**src/rtl/snap_cap_pkg.sv**
```systemverilog
`timescale 1ns/1ps
package snap_cap_pkg;
   localparam int unsigned NSLOT = 2;
   typedef enum logic [1:0] {
      TRIG_OFF       = 2'b00,
      TRIG_TWO_PIN   = 2'b01,
      TRIG_BOTH_EDGE = 2'b10,
      TRIG_RSVD      = 2'b11
   } trig_mode_e;
endpackage

```
**src/rtl/edge_sense.sv**
```systemverilog
`timescale 1ns/1ps
module edge_sense #(
   parameter int unsigned N = 2
) (
   input  logic         clk,
   input  logic         rst_n,
   input  logic [N-1:0] sig_i,
   output logic [N-1:0] rise_o,
   output logic [N-1:0] fall_o
);
   logic [N-1:0] prev_q;

   always_ff @(posedge clk or negedge rst_n) begin
      if (!rst_n) prev_q <= '0;
      else        prev_q <= sig_i;
   end

   assign rise_o = sig_i & ~prev_q;
   assign fall_o = ~sig_i & prev_q;
endmodule

```
**src/rtl/read_lock.sv**
```systemverilog
`timescale 1ns/1ps
module read_lock (
   input  logic clk,
   input  logic rst_n,
   input  logic rd_en_i,
   input  logic byte_hi_i,
   output logic suspend_o,
   output logic lock_o
);
   logic lock_q;

   // Only the byte order of the reads moves this flag; run state never touches it.
   always_ff @(posedge clk or negedge rst_n) begin
      if (!rst_n)       lock_q <= 1'b0;
      else if (rd_en_i) lock_q <= ~byte_hi_i;
   end

   // The low-byte read cycle is itself frozen, so the sample cannot change under it.
   assign suspend_o = lock_q | (rd_en_i & ~byte_hi_i);
   assign lock_o    = lock_q;
endmodule

```
**src/rtl/cap_slot.sv**
```systemverilog
`timescale 1ns/1ps
module cap_slot #(
   parameter int unsigned W = 16
) (
   input  logic         clk,
   input  logic         rst_n,
   input  logic         take_i,
   input  logic [W-1:0] value_i,
   output logic [W-1:0] value_o,
   output logic         pulse_o
);
   always_ff @(posedge clk or negedge rst_n) begin
      if (!rst_n) begin
         value_o <= '0;
         pulse_o <= 1'b0;
      end else begin
         pulse_o <= take_i;
         if (take_i) value_o <= value_i;
      end
   end
endmodule

```
**src/rtl/snap_capture_pair.sv**
```systemverilog
`timescale 1ns/1ps
module snap_capture_pair
   import snap_cap_pkg::*;
#(
   parameter int unsigned CNT_W       = 16,
   parameter int unsigned BUS_W       = 8,
   parameter bit          SW_GATE_RUN = 1'b1
) (
   input  logic                     clk,
   input  logic                     rst_n,
   input  logic [CNT_W-1:0]         count_i,
   input  logic                     run_i,
   input  logic [1:0]               evt_i,
   input  logic [1:0]               mode_i,
   input  logic                     sw_cap_i,
   input  logic                     rd_en_i,
   input  logic [1:0]               rd_addr_i,
   output logic [BUS_W-1:0]         rd_data_o,
   output logic [NSLOT-1:0]         latch_o
);
   localparam int unsigned NBYTE = CNT_W / BUS_W;

   if (NBYTE != 2 || CNT_W != NBYTE * BUS_W) begin : g_bad_width
      $error("snap_capture_pair: CNT_W must be exactly two bus bytes");
   end

   logic [1:0]                   rise, fall;
   logic                         suspend, lock_q, sw_ok;
   logic [NSLOT-1:0]             trig, take;
   logic [NSLOT-1:0][CNT_W-1:0]  cap_val;

   edge_sense #(.N(2)) u_edge (
      .clk(clk), .rst_n(rst_n), .sig_i(evt_i), .rise_o(rise), .fall_o(fall)
   );

   read_lock u_lock (
      .clk(clk), .rst_n(rst_n), .rd_en_i(rd_en_i), .byte_hi_i(rd_addr_i[0]),
      .suspend_o(suspend), .lock_o(lock_q)
   );

   if (SW_GATE_RUN) begin : g_sw_gated
      assign sw_ok = sw_cap_i & run_i;
   end else begin : g_sw_free
      assign sw_ok = sw_cap_i;
   end

   always_comb begin
      trig = '0;
      unique case (trig_mode_e'(mode_i))
         TRIG_TWO_PIN:   trig = {rise[1], rise[0]};
         TRIG_BOTH_EDGE: trig = {fall[0], rise[0]};
         default:        trig = '0;
      endcase
      trig[0] = trig[0] | sw_ok;
   end

   assign take = suspend ? '0 : trig;

   for (genvar s = 0; s < NSLOT; s++) begin : g_slot
      cap_slot #(.W(CNT_W)) u_slot (
         .clk(clk), .rst_n(rst_n), .take_i(take[s]), .value_i(count_i),
         .value_o(cap_val[s]), .pulse_o(latch_o[s])
      );
   end

   assign rd_data_o = cap_val[rd_addr_i[1]][rd_addr_i[0]*BUS_W +: BUS_W];
endmodule

```
**config.mk**
```make
export PLATFORM = sky130hd
export DESIGN_NAME = snap_capture_pair
export DESIGN_NICKNAME = d
export VERILOG_FILES = /design/src/rtl/snap_cap_pkg.sv /design/src/rtl/edge_sense.sv /design/src/rtl/read_lock.sv /design/src/rtl/cap_slot.sv /design/src/rtl/snap_capture_pair.sv
export SDC_FILE = /design/constraint.sdc
export NUM_CORES = 1
export LEC_CHECK = 0
export BUFFER_PORTS_ARGS = -buffer_cell sky130_fd_sc_hd__buf_2
export CAP_MARGIN = 20
export CORE_MARGIN = 4
export CORE_UTILIZATION = 57
export CTS_CLUSTER_DIAMETER = 120
export DETAILED_ROUTE_END_ITERATION = 8
export PLACE_DENSITY_LB_ADDON = 0.1
export SKIP_LAST_GASP = 1
export SYNTH_ARGS = -nofsm -noshare
export SYNTH_HDL_FRONTEND = slang
export SYNTH_HIERARCHICAL = 1
export SYNTH_SLANG_ARGS = --single-unit
export TNS_END_PERCENT = 50
```
**constraint.sdc**
```tcl
create_clock -name clk -period 3 [get_ports clk]
set_clock_uncertainty 0.2 [all_clocks]
set_input_delay 0 -clock clk [delete_from_list [all_inputs] [get_ports clk]]
set_output_delay 0 -clock clk [all_outputs]
set_load 0.005 [all_outputs]
```
After elaboration in Yosys (flattened, before gate mapping)
Index checks and enable logic that the tools add are counted.

Bits in latches: 0. Memory bits (writable): 0. Bits in registers: 37. Bits in read-only memories: 0. Input port bits: 27. Word-level logic and storage cells: 23. Memories: 0.

Multiplexer cells: 4. Equality and inequality tests: 2. Reduce and logical (&&, ||, !) cells: 0. $lt $le $gt $ge: 1. Divide/modulo/power cells: 0. $add $sub $neg: 0. Bitwise operators: 9. Shift operators: 1. $mul: 0.

Operators with widths (number): $mux 16 (2); $shiftx 16x5->8 (1); $pmux 2 s2 (1); $and 1x1->1 (3); $and 2x2->2 (1); $eq 2x1->1 const B (1); $eq 2x2->1 const B (1); $lt 1x2->1 const B (1); $mux 2 (1); $not 1->1 (2); $not 2->2 (1); $or 1x1->1 (2).

Longest topological paths before layout
Depth in word-level cells: 5. Mapped depth: 8. Gate-level depth less buffers: 6.

Cells and area by module
The synthesis kept the hierarchy.

Modules (own cells, without submodules): cap_slot (area an instance 674.4 um^2, cells an instance 35, times used 2); snap_capture_pair (area an instance 261.5 um^2, cells an instance 20, times used 1); edge_sense (area an instance 85.1 um^2, cells an instance 6, times used 1); read_lock (area an instance 43.8 um^2, cells an instance 5, times used 1).

Least setup slack after synthesis
OpenSTA, ideal clock, no wires.

Path kind: reg2reg. From: register u_edge.prev_q[1]. To: register g_slot[1].u_slot.value_o[10]. Path buffers: 2. Path slack: 1.284 ns. Cell stages (with the launch flop): 7. Library setup time: 0.125 ns. Data required time: 2.675 ns. Arrival: 1.391 ns. Period minus slack after synthesis: 1.716 ns. Cells stage by stage: dfrtp_1 > and2b_2 > a22oi_1 > nor3_1 > buf_6 > buf_12 > mux2_4.

Word-level cells in the longest chain between the ends: 4.

RTL lines: start, declared (line edge_sense.sv:11) `logic [N-1:0] prev_q;`; start signal, assigned (line edge_sense.sv:15) `else prev_q <= sig_i;`; $not 2->2 (line edge_sense.sv:18) `assign rise_o = sig_i & ~prev_q;`; $and 2x2->2 (line edge_sense.sv:18); via rise[1] (line snap_capture_pair.sv:27) `logic [1:0] rise, fall;`; $pmux 2 s2 (line snap_capture_pair.sv:49) `unique case (trig_mode_e'(mode_i))`; $mux 2 (line snap_capture_pair.sv:57) `assign take = suspend ? '0 : trig;`; via take[1] (line snap_capture_pair.sv:29) `logic [NSLOT-1:0] trig, take;`; end signal, assigned (line cap_slot.sv:18) `if (take_i) value_o <= value_i;`; end, declared (line cap_slot.sv:9) `output logic [W-1:0] value_o,`.

The timed path passes the listed nets, and every way through them passes these cells. A chain may end at the register's enable or synchronous reset.

Worst setup path in the final report
From: input run_i. To: register g_slot[0].u_slot.value_o[1].

Word-level cells in the longest chain between the ends: 3.

RTL lines: start, declared (line snap_capture_pair.sv:12) `input logic run_i,`; $and 1x1->1 (line snap_capture_pair.sv:42) `assign sw_ok = sw_cap_i & run_i;`; $or 1x1->1 (line snap_capture_pair.sv:54) `trig[0] = trig[0] | sw_ok;`; $mux 2 (line snap_capture_pair.sv:57); via take[0] (line snap_capture_pair.sv:29); end signal, assigned (line cap_slot.sv:18); end, declared (line cap_slot.sv:9).

The timed path passes the listed nets, and every way through them passes these cells.

==> summary.json <==
{
  "dpl.cell_count": {"value": 164},
  "maximum_level_of_the_cts_h_tree": {"value": 2},
  "crit_type": {"value": "in -> reg"},
  "drtIter0Drc": {"value": 48},
  "avgViaCountPerCell": {"value": 5.361},
  "diodes": {"value": 0},
  "cts_resized": {"value": 0},
  "timing.max_cap.violations": {"value": 0},
  "fin_crit_sh": {"value": 0.6589},
  "post_synth_inst_count": {"value": 100},
  "syn-cell-area": {"value": 1730, "unit": "sq um"},
  "timing_hold_violations_final": {"value": 0},
  "critPathArrivalTime": {"value": 2.00, "unit": "ns"},
  "final_area": {"value": 2205, "unit": "sq um"},
  "fraction_of_layout_instances_using_a_drive_strength_above_1": {"value": 0.5583},
  "start_util": {"value": 0.6117},
  "mappedNetlistNets": {"value": 129},
  "worstSetupEndpointType": {"value": "flop"},
  "postSynthAreaPerCell": {"value": 17.30, "unit": "sq um"},
  "grt_max_degree": {"value": 38},
  "max-vdd-ir-drop": {"value": 0.4015, "unit": "mV"},
  "timing.setup.tns": {"value": 0, "unit": "ns"},
  "layout_min_cycle_time": {"value": 1.977, "unit": "ns"},
  "final-max-slew-violation-count": {"value": 0},
  "wire_length_of_the_first_global_routing_pass": {"value": 5.644, "unit": "mm"},
  "die_x": {"value": 63.10, "unit": "um"},
  "route.final.wire_length": {"value": 3.321, "unit": "mm"},
  "portBuffers": {"value": 36},
  "run_status": {"value": "finished clean"},
  "cts_root_buffer": {"value": "clkbuf_4"},
  "globalplace.congestion": {"value": 0.7017},
  "layout_common_cells": {"value": "dfrtp_1, buf_2, dlygate4sd3_1"},
  "floorplan.rows": {"value": 19},
  "groute.usage.overall": {"value": 0.1884},
  "leakage_power_total": {"value": 1.052, "unit": "nW"},
  "post-route-drc-count": {"value": 0},
  "final_core_utilization": {"value": 0.7793},
  "rsz_0062_raised_after_global_routing": {"value": "false"},
  "power.density": {"value": 630.9, "unit": "nW/um^2"},
  "data_required_critical_path": {"value": 3.02, "unit": "ns"},
  "worst_slew_margin_rel": {"value": 0.4637},
  "detailedPlacementHpwl": {"value": 2.277, "unit": "mm"},
  "finalNonFillerCells": {"value": 194},
  "via_count_of_the_first_global_routing_pass": {"value": 1190},
  "fin_nets": {"value": 192},
  "yosys_warn_count": {"value": 6},
  "die_area": {"value": 3982, "unit": "sq um"},
  "overflow": {"value": 0},
  "hold_path_class": {"value": "in -> reg"},
  "clock_latency": {"value": 0.33, "unit": "ns"},
  "ant_nets": {"value": 0},
  "cp-start-kind": {"value": "primary input"},
  "drt_pass1_iterations": {"value": 4},
  "setup_failing_eps_final": {"value": 0},
  "dr_vias": {"value": 1040},
  "post_drt_wl_per_cell": {"value": 17.12, "unit": "um"},
  "worst-path-max-fanout": {"value": 17},
  "worstMarginPinSlew": {"value": 0.8045, "unit": "ns"},
  "most_common_cell_after_layout_fill_and_taps_aside": {"value": "dfrtp_1"},
  "dieHeight": {"value": 63.10, "unit": "um"},
  "ctsLongestPathBuffers": {"value": 2},
  "fmax": {"value": 505.9, "unit": "MHz"},
  "final_total_pwr": {"value": 1.391, "unit": "mW"},
  "cts_sinks": {"value": 37},
  "place_area": {"value": 1902, "unit": "sq um"},
  "layout-area-overhead-vs-synth": {"value": 27.40, "unit": "%"},
  "dpl_worst_slack": {"value": 1.194, "unit": "ns"},
  "clk_pin_slew": {"value": 0.10, "unit": "ns"},
  "cts_tree": {"value": "yes"},
  "final_critical_path_setup_slack": {"value": 1.023, "unit": "ns"},
  "antenna_violations_before_repair": {"value": 0},
  "whs": {"value": 0.02868, "unit": "ns"},
  "clock_buffer_count_from_cts": {"value": 5},
  "pin_count": {"value": 37},
  "core-area": {"value": 2829, "unit": "sq um"}
}
## report_power, final
group | internal, mW | total (mW) | switching [mW]
clock | 0.170 | 0.326 | 0.156
combinational | 0.256 | 0.359 | 0.103
sequential | 0.631 | 0.706 | 0.0748
## worst paths after layout
check                      cells after the start  slack, ns                         start                           end
max                                            7       1.02                         run_i   g_slot[0].u_slot/value_o[1]
min                                            4       0.03                     mode_i[1]      g_slot[1].u_slot/pulse_o
max reg2reg                                    5       1.19              u_edge/prev_q[0]   g_slot[0].u_slot/value_o[1]
min reg2reg                                    1       0.32  g_slot[1].u_slot/value_o[13]  g_slot[1].u_slot/value_o[13]
max in group asynchronous                      2       2.01                         rst_n   g_slot[1].u_slot/value_o[1]
min in group asynchronous                      2       0.08                         rst_n                 u_lock/lock_o
## flip-flops by register name, summed over array words and instances (netlist names)
register	count
g_slot.u_slot/value_o	32
g_slot.u_slot/pulse_o	2
u_edge/prev_q	2
u_lock/lock_o	1
## worst max-delay path: stages
cell           delay, ns
dlygate4sd3_1       0.52
buf_2               0.09
nand2_1             0.03
dlygate4sd3_1       0.56
a21oi_2             0.11
buf_4               0.29
mux2_2              0.38
## area by class of cell
| type | instances | area, sq um |
|---|---|---|
| multi-input combinational | 53 | 719.4 |
| timing repair buffer | 62 | 432.9 |
| inverter | 4 | 15.01 |
| fill | 192 | 624.3 |
| tap | 31 | 38.79 |
| clock buffer | 5 | 37.54 |
| clock inverter | 2 | 35.03 |
| sequential | 37 | 925.9 |
## metal layers
metal,GRT usage,routed length [um]
met5,0,0
met4,0.08264,57
met3,0.04796,170
met2,0.3228,1767
met1,0.2232,1324
## repair_timing
| item | CTS | global route |
|---|---|---|
| hold buffers | 23 | 0 |
| buffers inserted | 0 | 0 |
| endpoints found under the hold margin | 73 | 0 |
Note: power is estimated with default switching activity, not from simulation.
